$ cat src/rtl/bcd_scan_display.sv
module bcd_scan_display #(
  parameter int DIV_BITS = 16
) (
  input  logic       clk,
  input  logic       clr_n,
  input  logic       wr_stb,
  input  logic [1:0] wr_addr,
  input  logic [3:0] wr_data,
  output logic [6:0] seg,
  output logic [3:0] dig_en
);

  logic [DIV_BITS-1:0] div_cnt;
  logic [1:0]          scan;
  logic                stb_q;
  logic [3:0]          digits [4];
  logic [3:0]          cur;

  wire tick = &div_cnt;
  wire load = wr_stb & ~stb_q;

  always_ff @(posedge clk or negedge clr_n) begin
    if (!clr_n) begin
      div_cnt <= '0;
      scan    <= '0;
      stb_q   <= 1'b0;
    end else begin
      div_cnt <= div_cnt + 1'b1;
      stb_q   <= wr_stb;
      if (tick) scan <= scan + 2'd1;
    end
  end

  for (genvar k = 0; k < 4; k++) begin : g_dig
    always_ff @(posedge clk or negedge clr_n) begin
      if (!clr_n)                        digits[k] <= 4'd0;
      else if (load && wr_addr == 2'(k)) digits[k] <= wr_data;
    end
  end

  assign cur    = digits[scan];
  assign dig_en = 4'b0001 << scan;

  always_comb begin
    case (cur)
      4'd0:    seg = 7'h3F;
      4'd1:    seg = 7'h06;
      4'd2:    seg = 7'h5B;
      4'd3:    seg = 7'h4F;
      4'd4:    seg = 7'h66;
      4'd5:    seg = 7'h6D;
      4'd6:    seg = 7'h7D;
      4'd7:    seg = 7'h07;
      4'd8:    seg = 7'h7F;
      4'd9:    seg = 7'h6F;
      default: seg = 7'h00;
    endcase
  end

  AST_DIG_ONEHOT: assert property (@(posedge clk) disable iff (!clr_n) $onehot(dig_en));
  AST_SCAN_HOLD: assert property (@(posedge clk) disable iff (!clr_n) !tick |=> $stable(dig_en));
  AST_SCAN_STEP: assert property (@(posedge clk) disable iff (!clr_n) (tick && dig_en[3]) |=> dig_en[0]);
  AST_BLANK_CODE: assert property (@(posedge clk) disable iff (!clr_n) (cur > 4'd9) |-> (seg == 7'h00));
  AST_LOAD_EDGE: assert property (@(posedge clk) disable iff (!clr_n) load |=> digits[$past(wr_addr)] == $past(wr_data));
  AST_NO_LOAD: assert property (@(posedge clk) disable iff (!clr_n) !load |=> ($stable(digits[0]) && $stable(digits[1]) && $stable(digits[2]) && $stable(digits[3])));

endmodule

$ cat config.mk
export PLATFORM = sky130hd
export DESIGN_NAME = bcd_scan_display
export DESIGN_NICKNAME = d
export VERILOG_FILES = /design/src/rtl/bcd_scan_display.sv
export SDC_FILE = /design/constraint.sdc
export NUM_CORES = 1
export LEC_CHECK = 0
export BUFFER_PORTS_ARGS = -buffer_cell sky130_fd_sc_hd__buf_2
export CAP_MARGIN = 25
export CORE_MARGIN = 2
export CORE_UTILIZATION = 31
export CTS_CLUSTER_SIZE = 14
export DETAILED_ROUTE_END_ITERATION = 10
export PLACE_DENSITY = 0.46
export SKIP_CTS_REPAIR_TIMING = 1
export SLEW_MARGIN = 20
export SYNTH_ARGS = -nofsm -noshare
export SYNTH_HDL_FRONTEND = slang
export SYNTH_SLANG_ARGS = --single-unit
$ cat constraint.sdc
create_clock -name clk -period 1.55 [get_ports clk]
set_input_delay 0.0775 -clock clk [delete_from_list [all_inputs] [get_ports clk]]
set_output_delay 0.0775 -clock clk [all_outputs]
set_load 0.05 [all_outputs]
Word-level counts from Yosys, hierarchy flattened
Memory sizes are Yosys's and may differ from the RTL's. Index checks and enable logic that the tools add are counted.

Equal/unequal tests: 3. Bitwise operators: 3. Mux-type cells: 3. $add $sub $neg: 2. Reductions and logical operators: 6. Shift-type cells: 1. Magnitude comparators: 1.

Operators with widths (count): $add 16x1->16 const B (1); $reduce_and 16->1 (1); $bmux 4 s2 (1); $mux 4 (2); $eq 2x2->1 const B (2); $logic_and 1x1->1 (4); $shl 1x2->4 const A (1); $ge 3x3->1 const B (1); $not 2->3 (1); $add 2x1->2 const B (1); $eq 2x1->1 const B (1); $logic_not 2->1 (1); $and 1x1->1 (1); $not 1->1 (1).

Bits in read-only memories: 112. Register bits: 35. Memories: 1.

Memories: (no name shown) (depth 16, width 7, read ports 1, clocked after memory_dff 0, wr ports 0, line 45) `case (cur)`.

Depth between registers and ports, before layout
An unclocked memory read counts as a cell.

Depth after elaboration: 5. Depth in mapped cells: 7. Depth with buffers taken out: 6.

Least setup slack after synthesis
No wires, ideal clock.

Path kind: reg-to-output. Start: register scan[0]. End: output seg[1]. Required time: 1.472 ns. Cell stages (with the launch flop): 6. Arrival time: 2.579 ns. Buffers on the path: 1. Slack: -1.107 ns. Path through: dfrtp_1 -> buf_6 -> mux4_2 -> inv_1 -> ha_1 -> o21ai_0.

Longest elaborated chain between the ends: 5.

RTL lines: start, declared (line 14) `logic [1:0] scan;`; start signal, assigned (line 30) `if (tick) scan <= scan + 2'd1;`; $not 2->3 (not written as such) (line 41) `assign cur = digits[scan];`; $bmux 4 s2 (line 41); $mux 4 (not written as such) (2 in a row) (line 41); $mem_v2 16x7; end, declared (line 9) `output logic [6:0] seg,`.

No other way between the ends. The select of a mux whose other input is x is not followed.

Worst setup path after layout
Start: register scan[0]. End: output seg[5].

The elaborated chain is that of the path after synthesis.

==> out/results.ini <==
[synth]
synth.distinct_cells=29
yosys_warnings=0
synth_top_area_cell=dfrtp_1
syn_inst=135
synth_area_sq_um=1750
async_flop_share_pct=100
seq_area_frac_synth_pct=50.0
synth_edf_count=0
synth_top_cell_area_share_pct=50.0
yosys_most_used_dff=dfrtp_1
synthTopCellsByArea=dfrtp_1 50%, mux2_2 10%, ha_1 7.9%, xnor2_1 7.0%, mux4_2 5.1%
synth_nets=155
ys_seq_elements=35
avgSynthCellArea_sq_um=13.0

[clock_network]
cts-htree-levels=2
worstSkewPairLatency_ps=280
cts_root_buf=clkbuf_8
cts_sinks=35
clk_path_buf_depth=2
cts_buffers=5
cts_tree=done
clk_pin_slew_worst_paths_ps=60

[global_route]
grt_max_degree=36
grt_pass1_vias=1202
overflow=0
grt_pass1_wl_microns=5730
antenna_found_initial=0
track_usage_pct=11.9

[sta]
finalMaxSlewViolations=0
tightest_slew_ps=759
hold_viol=0
fin_ws_ps=-576
period_minus_slack_ps=2130
skew_ps=7.03
max_freq_mhz=470
slew_headroom_pct=49.4
setup_viol_count_final=7
rsz0062_at_grt=true
finalCritPeriodShare_pct=137

[pwr]
comb_power_share_pct=39.8
switching_share_pct=35.2
p_clk_share_pct=21.3
total_power_mw=2.73
intPower_mw=1.77
sequentialPowerShare_pct=38.9
cellLeakagePower_nw=1.04
vdd_drop_max_v=0.000786
p_per_area_nw_per_um2=1170
p_switching_mw=0.962

[finish]
diodes=0
drive_above_1_share_pct=46.6
fin_nets=199
synthToLayoutAreaGrowth_pct=33.4

[routing]
wl_per_cell_microns=14.1
firstDrtPassIters=4
first_iter_violations=16
via_count=1187
viasPerCell=4.75
drc=0
wl_microns=3520
ant_nets=0

[place]
dpl.hpwl_microns=2560
numPortBuffers=19
place_ws_ps=-447
gp_congestion=0.710

[floorplan]
pin_count=20
rows=27
initial_core_util_pct=32.0
die_y_microns=79.1
dieArea_sq_um=6260
coreArea_sq_um=5470
chipWidth_microns=79.1

[run_status]
violations=negative setup slack
status=finished, violations left

[setup_path]
max_stage_delay_ps=580
worstPathRequired_ps=1470
path_buf_inv=2
cp_cell_sequence=mux4_2, buf_4, nor2b_4, a21oi_1, o22ai_4, buf_6
crit_slowest_cell=mux4_2
cpLargestDelayFamily=multiplexers
cp_max_fo=6
worst_setup_path_end_kind=primary output
critPathKind=reg -> out
arrival_ps=2050
startpoint_type=flip-flop

[flow_run]
timing.max_cap.violations=0

[hold_path]
hold_path.class=in -> reg

stage by stage:
step | hold WS [ps] | cell area, sq um | std cells | setup TNS [ps] | util [%]
2_1_floorplan | -218 | 1840 | 135 | -2070 | -
3_3_place_gp | 177 | 2120 | 238 | -2670 | 38.7
3_5_place_dp | 201 | 2120 | 238 | -2960 | 38.7
4_1_cts | -102 | 2190 | 244 | -5140 | 40.0
5_1_grt | 73.9 | 2330 | 250 | -4450 | 42.7
6_report | 73.0 | 2330 | 250 | -3880 | 42.7
kinds of logic after synthesis:
logic type / Yosys count / synth area share (%)
flip-flops: 35 / 50.0
AND/OR/NAND/NOR: 31 / 11.5
multiplexers: 21 / 16.1
XOR/XNOR: 16 / 8.01
AO/OA/AOI/OAI: 11 / 3.86
adder cells (fa/ha/maj): 11 / 7.86
buffers and inverters: 10 / 2.64
cells in the mapped netlist, types with 2 or more instances:
| library cell | count |
|---|---|
| a21oi_1 | 3 |
| and3_1 | 3 |
| and4_1 | 3 |
| and4bb_2 | 2 |
| dfrtp_1 | 35 |
| ha_1 | 11 |
| inv_1 | 7 |
| mux2_2 | 16 |
| mux4_2 | 4 |
| nand2_1 | 4 |
| nand3_1 | 7 |
| nand4_1 | 2 |
| nor2_1 | 5 |
| o21ai_1 | 2 |
| o22ai_1 | 3 |
| xnor2_1 | 14 |
| xor2_1 | 2 |
power groups by stage:
stage / Sequential (mW) / Clock (mW) / Combinational [mW]
after CTS: 1.05 / 0.612 / 0.953
after detailed placement: 1.07 / 0 / 0.952
final: 1.06 / 0.582 / 1.09
after global routing: 1.08 / 0.658 / 1.16
after floorplan: 1.05 / 0 / 0.760
after global placement: 1.07 / 0 / 0.928
cell usage in the layout, fill, tap and decap left out, drive strengths merged, types with 3 or more instances in the layout:
cell type,count
mux2,17
nor2,5
and4,3
xnor2,14
o21ai,3
ha,11
nand2,5
and3,3
o22ai,3
buf,34
a21oi,3
dfrtp,35
inv,8
clkbuf,8
nand3,7
mux4,5
final timing paths:
check | from | endpoint | slack [ps] | depth (start not counted)
worst max register to register | div_cnt[8]$_DFF_PN0_ | scan[1]$_DFFE_PN0P_ | 90 | 4
worst min register to register | div_cnt[4]$_DFF_PN0_ | div_cnt[4]$_DFF_PN0_ | 470 | 1
min in group asynchronous | clr_n | stb_q$_DFF_PN0_ | 410 | 2
max in group asynchronous | clr_n | scan[0]$_DFFE_PN0P_ | 610 | 2
worst max-delay path | scan[0]$_DFFE_PN0P_ | seg[5] | -580 | 6
worst min-delay path | wr_data[2] | digits[14]$_DFFE_PN0P_ | 70 | 2
area by class of cell:
class,count,area (sq um)
Tap cell,72,90.1
Fill cell,537,3140
Multi-Input combinational cell,91,978
Sequential cell,35,878
Clock buffer,6,72.6
Timing Repair Buffer,38,285
Inverter,8,30.0
registers in the layout (all words and copies together), names as in the netlist:
register and count:
scan 2, stb_q 1, digits 16, div_cnt 16
per-layer routing:
| layer | vias to the layer above | track usage (%) | wire length [microns] |
|---|---|---|---|
| li1 | 566 | - | - |
| met1 | 595 | 15.1 | 1630 |
| met2 | 18 | 19.5 | 1730 |
| met3 | 8 | 2.50 | 96 |
| met4 | 0 | 5.17 | 58 |
| met5 | - | 0 | 0 |
Note: power is estimated with default switching activity, not from simulation.
